$ cat src/rtl/baud_pkg.sv
package baud_pkg;
  // Line stays low for start bit plus eight zero data bits.
  localparam int unsigned LOW_BITS = 9;
  // Start, eight data, stop.
  localparam int unsigned ACK_BITS = 10;

  typedef enum logic [1:0] {
    ST_REF  = 2'd0,
    ST_CMP  = 2'd1,
    ST_ACK  = 2'd2,
    ST_DONE = 2'd3
  } ctrl_state_t;
endpackage

$ cat src/rtl/rx_edge_sync.sv
module rx_edge_sync #(
  parameter int STAGES = 2
) (
  input  logic clk,
  input  logic rst_n,
  input  logic rx_i,
  output logic lvl_o,
  output logic fall_o,
  output logic rise_o
);
  // chain_q[STAGES-1] is the synchronized level; chain_q[STAGES] is one cycle older.
  logic [STAGES:0] chain_q;

  always_ff @(posedge clk or negedge rst_n) begin
    if (!rst_n) chain_q <= '1;
    else        chain_q <= {chain_q[STAGES-1:0], rx_i};
  end

  assign lvl_o  = chain_q[STAGES-1];
  assign fall_o = chain_q[STAGES] & ~chain_q[STAGES-1];
  assign rise_o = ~chain_q[STAGES] & chain_q[STAGES-1];
endmodule

$ cat src/rtl/lowrun_meter.sv
module lowrun_meter #(
  parameter int CNT_W      = 20,
  parameter int GLITCH_MIN = 16
) (
  input  logic             clk,
  input  logic             rst_n,
  input  logic             lvl_i,
  input  logic             fall_i,
  input  logic             rise_i,
  output logic             vld_o,
  output logic [CNT_W-1:0] cnt_o,
  output logic             sat_o
);
  localparam logic [CNT_W-1:0] RUN_MAX = '1;
  localparam logic [CNT_W-1:0] RUN_MIN = CNT_W'(GLITCH_MIN);

  logic             busy_q, busy_d;
  logic [CNT_W-1:0] run_q, run_d;
  logic             vld_q, vld_d;
  logic             sat_q, sat_d;
  logic [CNT_W-1:0] res_q;
  logic             res_en;

  always_comb begin
    busy_d = busy_q;
    run_d  = run_q;
    vld_d  = 1'b0;
    sat_d  = 1'b0;
    if (fall_i) begin
      busy_d = 1'b1;
      run_d  = CNT_W'(1);
    end else if (busy_q) begin
      if (rise_i) begin
        busy_d = 1'b0;
        vld_d  = (run_q >= RUN_MIN);
      end else if (!lvl_i) begin
        if (run_q == RUN_MAX) begin
          busy_d = 1'b0;
          sat_d  = 1'b1;
        end else begin
          run_d = run_q + CNT_W'(1);
        end
      end
    end
  end

  assign res_en = vld_d;

  always_ff @(posedge clk or negedge rst_n) begin
    if (!rst_n) begin
      busy_q <= 1'b0;
      run_q  <= '0;
      vld_q  <= 1'b0;
      sat_q  <= 1'b0;
    end else begin
      busy_q <= busy_d;
      run_q  <= run_d;
      vld_q  <= vld_d;
      sat_q  <= sat_d;
    end
  end

  always_ff @(posedge clk or negedge rst_n) begin
    if (!rst_n)      res_q <= '0;
    else if (res_en) res_q <= run_q;
  end

  assign vld_o = vld_q;
  assign cnt_o = res_q;
  assign sat_o = sat_q;
endmodule

$ cat src/rtl/rate_judge.sv
module rate_judge #(
  parameter int CNT_W     = 20,
  parameter int DIV_W     = 16,
  parameter int OVS       = 16,
  parameter int TOL_SHIFT = 5
) (
  input  logic [CNT_W-1:0] ref_i,
  input  logic [CNT_W-1:0] cur_i,
  output logic             agree_o,
  output logic [DIV_W-1:0] div_o
);
  import baud_pkg::*;

  localparam int unsigned NUM_W = CNT_W + 2;
  localparam int unsigned DEN   = LOW_BITS * OVS;
  localparam logic [NUM_W-1:0] HALF_SPAN = NUM_W'(DEN);
  localparam logic [NUM_W-1:0] FULL_SPAN = NUM_W'(2 * DEN);

  logic [CNT_W-1:0] diff;
  logic [NUM_W-1:0] num;
  logic [NUM_W-1:0] quot;

  always_comb begin
    diff    = (ref_i >= cur_i) ? (ref_i - cur_i) : (cur_i - ref_i);
    agree_o = (diff <= (ref_i >> TOL_SHIFT));
    // Average of two runs, rounded to whole divisor steps.
    num     = {2'b00, ref_i} + {2'b00, cur_i} + HALF_SPAN;
    quot    = num / FULL_SPAN;
    div_o   = (quot == '0) ? '0 : DIV_W'(quot - NUM_W'(1));
  end
endmodule

$ cat src/rtl/ack_sender.sv
module ack_sender #(
  parameter int DIV_W = 16,
  parameter int OVS   = 16
) (
  input  logic             clk,
  input  logic             rst_n,
  input  logic             start_i,
  input  logic [DIV_W-1:0] div_i,
  output logic             tx_o,
  output logic             fin_o
);
  import baud_pkg::*;

  localparam int PER_W = DIV_W + $clog2(OVS) + 1;
  localparam logic [3:0] LAST_BIT = 4'(ACK_BITS - 1);

  logic             busy_q, busy_d;
  logic [3:0]       bit_q, bit_d;
  logic [PER_W-1:0] tick_q, tick_d;
  logic [PER_W-1:0] per_q, per_d;
  logic [PER_W-1:0] per_c;
  logic             bit_end;

  assign per_c   = (PER_W'(div_i) + PER_W'(1)) * PER_W'(OVS);
  assign bit_end = (tick_q == per_q - PER_W'(1));

  always_comb begin
    busy_d = busy_q;
    bit_d  = bit_q;
    tick_d = tick_q;
    per_d  = per_q;
    fin_o  = 1'b0;
    if (start_i) begin
      busy_d = 1'b1;
      bit_d  = '0;
      tick_d = '0;
      per_d  = per_c;
    end else if (busy_q) begin
      if (bit_end) begin
        tick_d = '0;
        if (bit_q == LAST_BIT) begin
          busy_d = 1'b0;
          fin_o  = 1'b1;
        end else begin
          bit_d = bit_q + 4'd1;
        end
      end else begin
        tick_d = tick_q + PER_W'(1);
      end
    end
  end

  always_ff @(posedge clk or negedge rst_n) begin
    if (!rst_n) begin
      busy_q <= 1'b0;
      bit_q  <= '0;
      tick_q <= '0;
      per_q  <= PER_W'(OVS);
    end else begin
      busy_q <= busy_d;
      bit_q  <= bit_d;
      tick_q <= tick_d;
      per_q  <= per_d;
    end
  end

  // Every bit of the 0x00 frame is low except the final stop bit.
  assign tx_o = ~busy_q | (bit_q == LAST_BIT);
endmodule

$ cat src/rtl/baud_autodetect.sv
module baud_autodetect #(
  parameter int CNT_W       = 20,
  parameter int DIV_W       = 16,
  parameter int OVS         = 16,
  parameter int GLITCH_MIN  = 16,
  parameter int TOL_SHIFT   = 5,
  parameter int SYNC_STAGES = 2
) (
  input  logic             clk,
  input  logic             rst_n,
  input  logic             rx_i,
  output logic             tx_o,
  output logic [DIV_W-1:0] div_o,
  output logic             div_wr_o,
  output logic             done_o,
  output logic             err_o
);
  import baud_pkg::*;

  // Reset: asserted at once, released after two clock edges.
  logic [1:0] rst_sync_q;
  logic       srst_n;

  always_ff @(posedge clk or negedge rst_n) begin
    if (!rst_n) rst_sync_q <= 2'b00;
    else        rst_sync_q <= {rst_sync_q[0], 1'b1};
  end
  assign srst_n = rst_sync_q[1];

  logic             lvl, fall, rise;
  logic             meas_vld, meas_sat;
  logic [CNT_W-1:0] meas_cnt;
  logic             agree;
  logic [DIV_W-1:0] div_calc;
  logic             tx_fin;

  rx_edge_sync #(.STAGES(SYNC_STAGES)) u_sync (
    .clk(clk), .rst_n(srst_n), .rx_i(rx_i),
    .lvl_o(lvl), .fall_o(fall), .rise_o(rise)
  );

  lowrun_meter #(.CNT_W(CNT_W), .GLITCH_MIN(GLITCH_MIN)) u_meter (
    .clk(clk), .rst_n(srst_n), .lvl_i(lvl), .fall_i(fall), .rise_i(rise),
    .vld_o(meas_vld), .cnt_o(meas_cnt), .sat_o(meas_sat)
  );

  ctrl_state_t      state_q, state_d;
  logic [CNT_W-1:0] ref_q, ref_d;
  logic [DIV_W-1:0] div_q, div_d;
  logic             wr_q, wr_d;
  logic             err_q, err_d;
  logic             start_q, start_d;
  logic             ref_en, div_en;

  rate_judge #(.CNT_W(CNT_W), .DIV_W(DIV_W), .OVS(OVS), .TOL_SHIFT(TOL_SHIFT)) u_judge (
    .ref_i(ref_q), .cur_i(meas_cnt), .agree_o(agree), .div_o(div_calc)
  );

  ack_sender #(.DIV_W(DIV_W), .OVS(OVS)) u_ack (
    .clk(clk), .rst_n(srst_n), .start_i(start_q), .div_i(div_q),
    .tx_o(tx_o), .fin_o(tx_fin)
  );

  always_comb begin
    state_d = state_q;
    ref_d   = ref_q;
    div_d   = div_q;
    wr_d    = 1'b0;
    err_d   = 1'b0;
    start_d = 1'b0;
    unique case (state_q)
      ST_REF: begin
        if (meas_vld) begin
          ref_d   = meas_cnt;
          state_d = ST_CMP;
        end else if (meas_sat) begin
          err_d = 1'b1;
        end
      end
      ST_CMP: begin
        if (meas_vld) begin
          if (agree) begin
            div_d   = div_calc;
            wr_d    = 1'b1;
            start_d = 1'b1;
            state_d = ST_ACK;
          end else begin
            ref_d = meas_cnt;
            err_d = 1'b1;
          end
        end else if (meas_sat) begin
          err_d   = 1'b1;
          state_d = ST_REF;
        end
      end
      ST_ACK: begin
        if (tx_fin) state_d = ST_DONE;
      end
      default: ;
    endcase
  end

  assign ref_en = (ref_d != ref_q);
  assign div_en = wr_d;

  always_ff @(posedge clk or negedge srst_n) begin
    if (!srst_n) begin
      state_q <= ST_REF;
      wr_q    <= 1'b0;
      err_q   <= 1'b0;
      start_q <= 1'b0;
    end else begin
      state_q <= state_d;
      wr_q    <= wr_d;
      err_q   <= err_d;
      start_q <= start_d;
    end
  end

  always_ff @(posedge clk or negedge srst_n) begin
    if (!srst_n)     ref_q <= '0;
    else if (ref_en) ref_q <= ref_d;
  end

  always_ff @(posedge clk or negedge srst_n) begin
    if (!srst_n)     div_q <= '0;
    else if (div_en) div_q <= div_d;
  end

  assign div_o    = div_q;
  assign div_wr_o = wr_q;
  assign err_o    = err_q;
  assign done_o   = (state_q == ST_DONE);
endmodule

$ cat config.mk
export PLATFORM = sky130hd
export DESIGN_NAME = baud_autodetect
export DESIGN_NICKNAME = d
export VERILOG_FILES = /design/src/rtl/baud_pkg.sv /design/src/rtl/rx_edge_sync.sv /design/src/rtl/lowrun_meter.sv /design/src/rtl/rate_judge.sv /design/src/rtl/ack_sender.sv /design/src/rtl/baud_autodetect.sv
export SDC_FILE = /design/constraint.sdc
export NUM_CORES = 1
export LEC_CHECK = 0
export ABC_CLOCK_PERIOD_IN_PS = 6000
export CORE_MARGIN = 1
export CORE_UTILIZATION = 40
export CTS_CLUSTER_SIZE = 40
export DETAILED_ROUTE_END_ITERATION = 7
export HOLD_SLACK_MARGIN = 0.06
export RECOVER_POWER = 25
export SLEW_MARGIN = 20
export SYNTH_ARGS = -nofsm -noshare
export SYNTH_HDL_FRONTEND = slang
export SYNTH_SLANG_ARGS = --single-unit
$ cat constraint.sdc
create_clock -name clk -period 6 [get_ports clk]
set_input_delay 1.2 -clock clk [delete_from_list [all_inputs] [get_ports clk]]
set_output_delay 1.2 -clock clk [all_outputs]
set_load 0.01 [all_outputs]
* Word-level counts from Yosys, hierarchy flattened
Index checks and enable logic that the tools add are counted.
** Operators by class
- Muxes and demuxes :: 53
- Reduce and logical (&&, ||, !) cells :: 10
- Divide/modulo/power cells :: 1
- Bitwise gates (word level) :: 6
- Multipliers :: 0
- Eq/ne operators :: 15
- Shifts and indexed selects :: 0
- Add/subtract/negate cells :: 10
- Order comparisons :: 3
** Operator list (number)
- $mux 20 :: 9
- $mux 21 :: 3
- $pmux 20 s2 :: 1
- $sub 20x20->20 :: 2
- $mux 1 :: 28
- $add 22x8->22 const B :: 1
- $div 22x9->22 const B :: 1
- $logic_not 22->1 :: 1
- $add 20x20->21 :: 1
- $add 21x1->21 const B :: 1
- $eq 21x21->1 :: 1
- $sub 21x1->21 const B :: 1
- $add 20x1->20 const B :: 1
- $eq 20x20->1 const B :: 1
- $ge 20x20->1 :: 1
- $ge 20x5->1 const B :: 1
- $le 20x15->1 :: 1
- $ne 20x20->1 :: 1
- $add 16x1->17 const B :: 1
- $mux 16 :: 1
- $mux 4 :: 4
- $sub 16x1->16 const B :: 1
- $mux 2 :: 5
- $ne 2x2->1 const B :: 5
- 18 further kinds :: 25
** Storage, ports and cells
- Output and inout port bits :: 20
- Bits in read-only memories :: 0
- Word-level logic and storage cells :: 114
- Memories :: 0
- Latch bits :: 0
- RAM bits :: 0
- Bits of input ports :: 3
- Flip-flop bits (word level) :: 131

* Logic depth before layout (Yosys ltp)
- Depth after elaboration :: 7
- Depth in mapped cells :: 46
- Gate-level depth less buffers :: 41

* By module
From an unflattened synthesis, not the netlist that was laid out.
** Second synthesis, totals
- Cell total of the unflattened synthesis :: 1481
- Area total of the unflattened synthesis :: 12928.6 sq um
** By module, submodules not included
- rate_judge :: instances 1, sequential area each 0.0 sq um, area an instance 6254.7 sq um, cells an instance 866
- ack_sender :: instances 1, sequential area each 1077.3 sq um, area an instance 2836.5 sq um, cells an instance 314
- lowrun_meter :: instances 1, sequential area each 1076.0 sq um, area an instance 2009.4 sq um, cells an instance 184
- baud_autodetect :: instances 1, sequential area each 1051.0 sq um, area an instance 1734.2 sq um, cells an instance 112
- rx_edge_sync :: instances 1, sequential area each 78.8 sq um, area an instance 93.8 sq um, cells an instance 5

* Worst setup path before layout
OpenSTA, ideal clock, no wires.
- Path type :: register to register
- Start point :: register u_meter.res_q[1], in the netlist u_meter.cnt_o[1]
- End point :: register div_q[9], in the netlist div_o[9]
- Required time :: 5870 ps
- Stages on the path, launching flop included :: 38
- Setup slack :: -2966 ps
- Data arrival time :: 8837 ps
- Cell sequence :: dfrtp_1 > inv_1 > ha_1 > nor2b_1 > o311ai_4 > and3_1 > or2_2 > ha_1 > o21ai_0 > o2bb2ai_1 > or4_1 > or3_1 > o32a_1 > o311a_4 > and3_1 > or4b_1 > and2_1 > buf_6 > [2 not listed] > a21o_1 > nand4_1 > a211oi_2 > mux2i_1 > a21boi_1 > o21ai_1 > o221a_1 > nor3_4 > nand2_1 > a32o_1 > buf_6 > xnor2_1 > or3_1 > a21oi_1 > ha_1 > a41o_1 > buf_2 > o22ai_1
** On the way
- Cells in the longest elaborated chain, start to end :: 7
- Elaborated cells on any way between the ends :: 15
- Those cells by class :: add/sub (5); div (1); order compare (2); mux (5); reduce/logical (2)
** RTL lines
- from (decl) :: line lowrun_meter.sv:21 : logic [CNT_W-1:0] res_q;
- from (signal assigned) :: line lowrun_meter.sv:65 : else if (res_en) res_q <= run_q;
- parallel branches: the longest is 7 deep, another holds $add 22x8->22
- to (signal assigned) :: line baud_autodetect.sv:127 : else if (div_en) div_q <= div_d;
- to (decl) :: line baud_autodetect.sv:49 : logic [DIV_W-1:0] div_q, div_d;
Parallel ways; which one is timed is not known.
A chain may end at the register's enable or synchronous reset.

* Final worst setup path
- Start point :: register u_meter.res_q[4], in the netlist u_meter.cnt_o[4]
- End point :: register div_q[2], in the netlist div_o[2]
Same word-level chain as after synthesis.

==> flow_summary.json <==
{
  "clkPwrFrac_pct": 50.4,
  "syn2layout_area_growth_pct": 44.8,
  "synth_seq_cells": 131,
  "fin_skew_ns": 0.0241,
  "period_minus_slack_ns": 8.71,
  "clk_latency_ns": 0.44,
  "violations": "capacitance limit, slew limit, setup timing",
  "htree_levels": 4,
  "vdd_drop_max_v": 0.000180,
  "r2r.worst_path.cells": 40,
  "holdPathStages": 0,
  "drv_cap": 2,
  "crit_type": "register to register",
  "diodes": 0,
  "worst_pin_slew_ns": 2.37,
  "synthDistinctLibCells": 111,
  "core_area_um2": 31700,
  "synthTopCellsByCount": "153 x nor2_1, 127 x dfrtp_1, 124 x nand2_1",
  "seq_area_frac_synth_pct": 25.4,
  "drive_gt1_share_pct": 36.3,
  "min_path_type": "register to register",
  "slowest_delay_ns": 0.52,
  "dp_hpwl_mm": 31.0,
  "r2r_end": "div_o[2]",
  "antenna_found_initial": 0,
  "cts-root-buf": "clkbuf_16",
  "synth_most_common_cell": "nor2_1",
  "grt.overflow.total": 0,
  "wl_mm": 41.9,
  "drc": 0,
  "synth_cells": 1609,
  "ys_async_sr_fraction_pct": 100,
  "synth_top_area_cell": "dfrtp_1",
  "cp_slowest_cell": "or4b_4",
  "cts.path.max_buffers": 2,
  "hold_viol": 0,
  "crit_arrival_ns": 9.01,
  "p_sw_uw": 525,
  "swShare_pct": 25.3,
  "leakagePower_nw": 8.72,
  "die-area_um2": 33100,
  "via_per_inst": 5.65,
  "drtIter0Drc": 1111,
  "intPower_mw": 1.55,
  "synth_flop_cell": "dfrtp_1",
  "dr.pass1.iters": 5,
  "critical_path_buf_inv_count": 8,
  "cp_top_family": "compound AO/OA/AOI/OAI gates",
  "critPathMaxFanout": 8,
  "path_clk_slew_ns": 0.06,
  "crit_path_end_kind": "register",
  "ant_nets": 0,
  "r2r_slack_ns": -2.71,
  "crit_end": "div_o[2]",
  "max_slew_margin_pct": -57.7,
  "hold_buffers": 0,
  "cts_buffers": 17,
  "seq_power_share_pct": 44.0,
  "status": "complete, but fails checks",
  "rsz0062_at_grt": "true",
  "worst_slack_ns": -2.71,
  "pwr_density_cell_nw_per_um2": 111,
  "cts_tree": "yes",
  "avgSynthCellArea_um2": 8.04,
  "startpoint_type": "register",
  "grt_start_max_net_pins": 71,
  "synth.area.top_cells": "dfrtp_1 25%, ha_1 8.6%, xnor2_1 5.0%, nor2_1 4.4%, a21oi_1 4.3%",
  "die_h_um": 182,
  "comb_power_share_pct": 5.5,
  "gp_congestion": 0.917,
  "cp_data_required_time_ns": 6.30,
  "yosysWarningCount": 0,
  "numPortBuffers": 22,
  "syn_nets": 1704,
  "die_w_um": 182,
  "vias": 13931,
  "cp-startpoint": "u_meter.cnt_o[4]",
  "nets": 2146,
  "clock-sinks": 131,
  "start_util_pct": 40.8,
  "grt_pass1_wl_mm": 68.9,
  "timing.rr.start": "u_meter.cnt_o[4]",
  "num_io_pins": 23,
  "grt.total_usage_pct": 25.4,
  "finalSetupViolations": 40,
  "finalCoreUtilization_pct": 59.0,
  "min_period_over_period_pct": 145,
  "grt_pass1_vias": 13540,
  "cp.depth": 40,
  "wl_per_cell_um": 17.0,
  "dp_slack_ns": -2.95,
  "synth_area_um2": 12900,
  "synth_edf_count": 0,
  "fmax_mhz": 115,
  "cpMostUsedCell": "buf_6",
  "yosysTopAreaCellShare_pct": 24.6,
  "drv_slew": 105,
  "rows": 65
}
-- power by group through the flow --
stage	combinational, mW	sequential [mW]	clock (mW)
2_1_floorplan	0.0645	0.932	0
4_1_cts	0.109	0.915	1.08
3_5_place_dp	0.107	0.931	0
3_3_place_gp	0.103	0.931	0
5_1_grt	0.130	0.918	1.10
6_report	0.115	0.915	1.05
-- worst min path at each step --
| stage | to | slack (ns) | startpoint |
|---|---|---|---|
| 2_1_floorplan | rst_sync_q[1] | 0.33 | rst_sync_q[0] |
| 3_3_place_gp | rst_sync_q[1] | 0.34 | rst_sync_q[0] |
| 3_5_place_dp | rst_sync_q[1] | 0.34 | rst_sync_q[0] |
| 4_1_cts | u_sync.chain_q[1] | 0.35 | u_sync.chain_q[0] |
| 5_1_grt | u_sync.chain_q[1] | 0.36 | u_sync.chain_q[0] |
| 6_report | rst_sync_q[1] | 0.35 | rst_sync_q[0] |
-- routing by layer --
metal | track usage [%] | vias up | wire length [um]
met4 | 7.49 | 0 | 1140
met5 | 0 | - | 0
met3 | 3.05 | 76 | 1510
met1 | 33.6 | 6748 | 19200
met2 | 43.2 | 346 | 20100
li1 | - | 6761 | -
-- sequential cells by signal (all words and copies together), names as in the netlist, 2 cells and up --
register        cells
u_meter.run_q      20
u_ack.per_q        17
ref_q              20
rst_sync_q          2
u_ack.tick_q       21
state_q             2
u_sync.chain_q      3
u_ack.bit_q         4
div_o              16
u_meter.cnt_o      20
-- cells in the final DEF, fill, tap and decap left out, drive strengths merged, types with 13 or more instances in the layout --
master / count
buf: 461
a31oi: 17
nor4: 19
a21oi: 118
o31ai: 13
and3: 29
ha: 89
clkdlybuf4s50: 21
nor2b: 19
or3: 18
a211oi: 16
nand2: 125
o211ai: 15
o21ai: 122
and2: 20
inv: 100
o21bai: 17
o21a: 16
nand3: 45
a222oi: 13
mux2: 13
nor3: 46
xnor2: 76
a22o: 21
nand2b: 19
clkbuf: 20
xor2: 50
dfrtp: 127
nand4: 25
nor2: 157
a21o: 32
-- stage by stage --
step                      cell area, um2  hold slack [ns]  instances  TNS, ns  power, mW
after detailed placement           16500            0.337       2356   -79.21       1.04
after global routing               18700            0.355       2466   -74.24       2.15
after CTS                          18200            0.353       2448   -56.84       2.10
final                              18700            0.355       2466   -61.62       2.08
after floorplan                    13200            0.331       1609   -45.80      0.997
after global placement             16500            0.337       2356   -73.32       1.03
-- final cells by class --
type                            instances  area, um2
Fill cell                            2726      13000
Multi-Input combinational cell       1317      10200
Timing Repair Buffer                  484       3750
Sequential cell                       131       3290
Tap cell                              402        503
Clock buffer                           19        443
Inverter                              100        380
Clock inverter                         13        135
-- kinds of logic (layout without fill, tap and decap cells) --
kind of cell / Yosys count / count (layout) / share of synthesized area [%]
XOR/XNOR: 126 / 126 / 8.65
flip-flops: 131 / 131 / 25.4
multiplexers: 25 / 25 / 2.09
other: 1 / 1 / 0.0290
AND/OR/NAND/NOR: 566 / 567 / 22.6
adder cells (fa/ha/maj): 94 / 94 / 9.23
buffers and inverters: 162 / 616 / 5.01
AO/OA/AOI/OAI: 504 / 504 / 27.0
-- timing repair --
item / 4_1_cts / 5_1_grt
gates resized for setup: 139 / 81
gates cloned: 1 / 0
buffers inserted: 60 / 20
setup endpoints to repair: 40 / 40
pin swaps: 90 / 37
(Power assumes the default switching activity.)
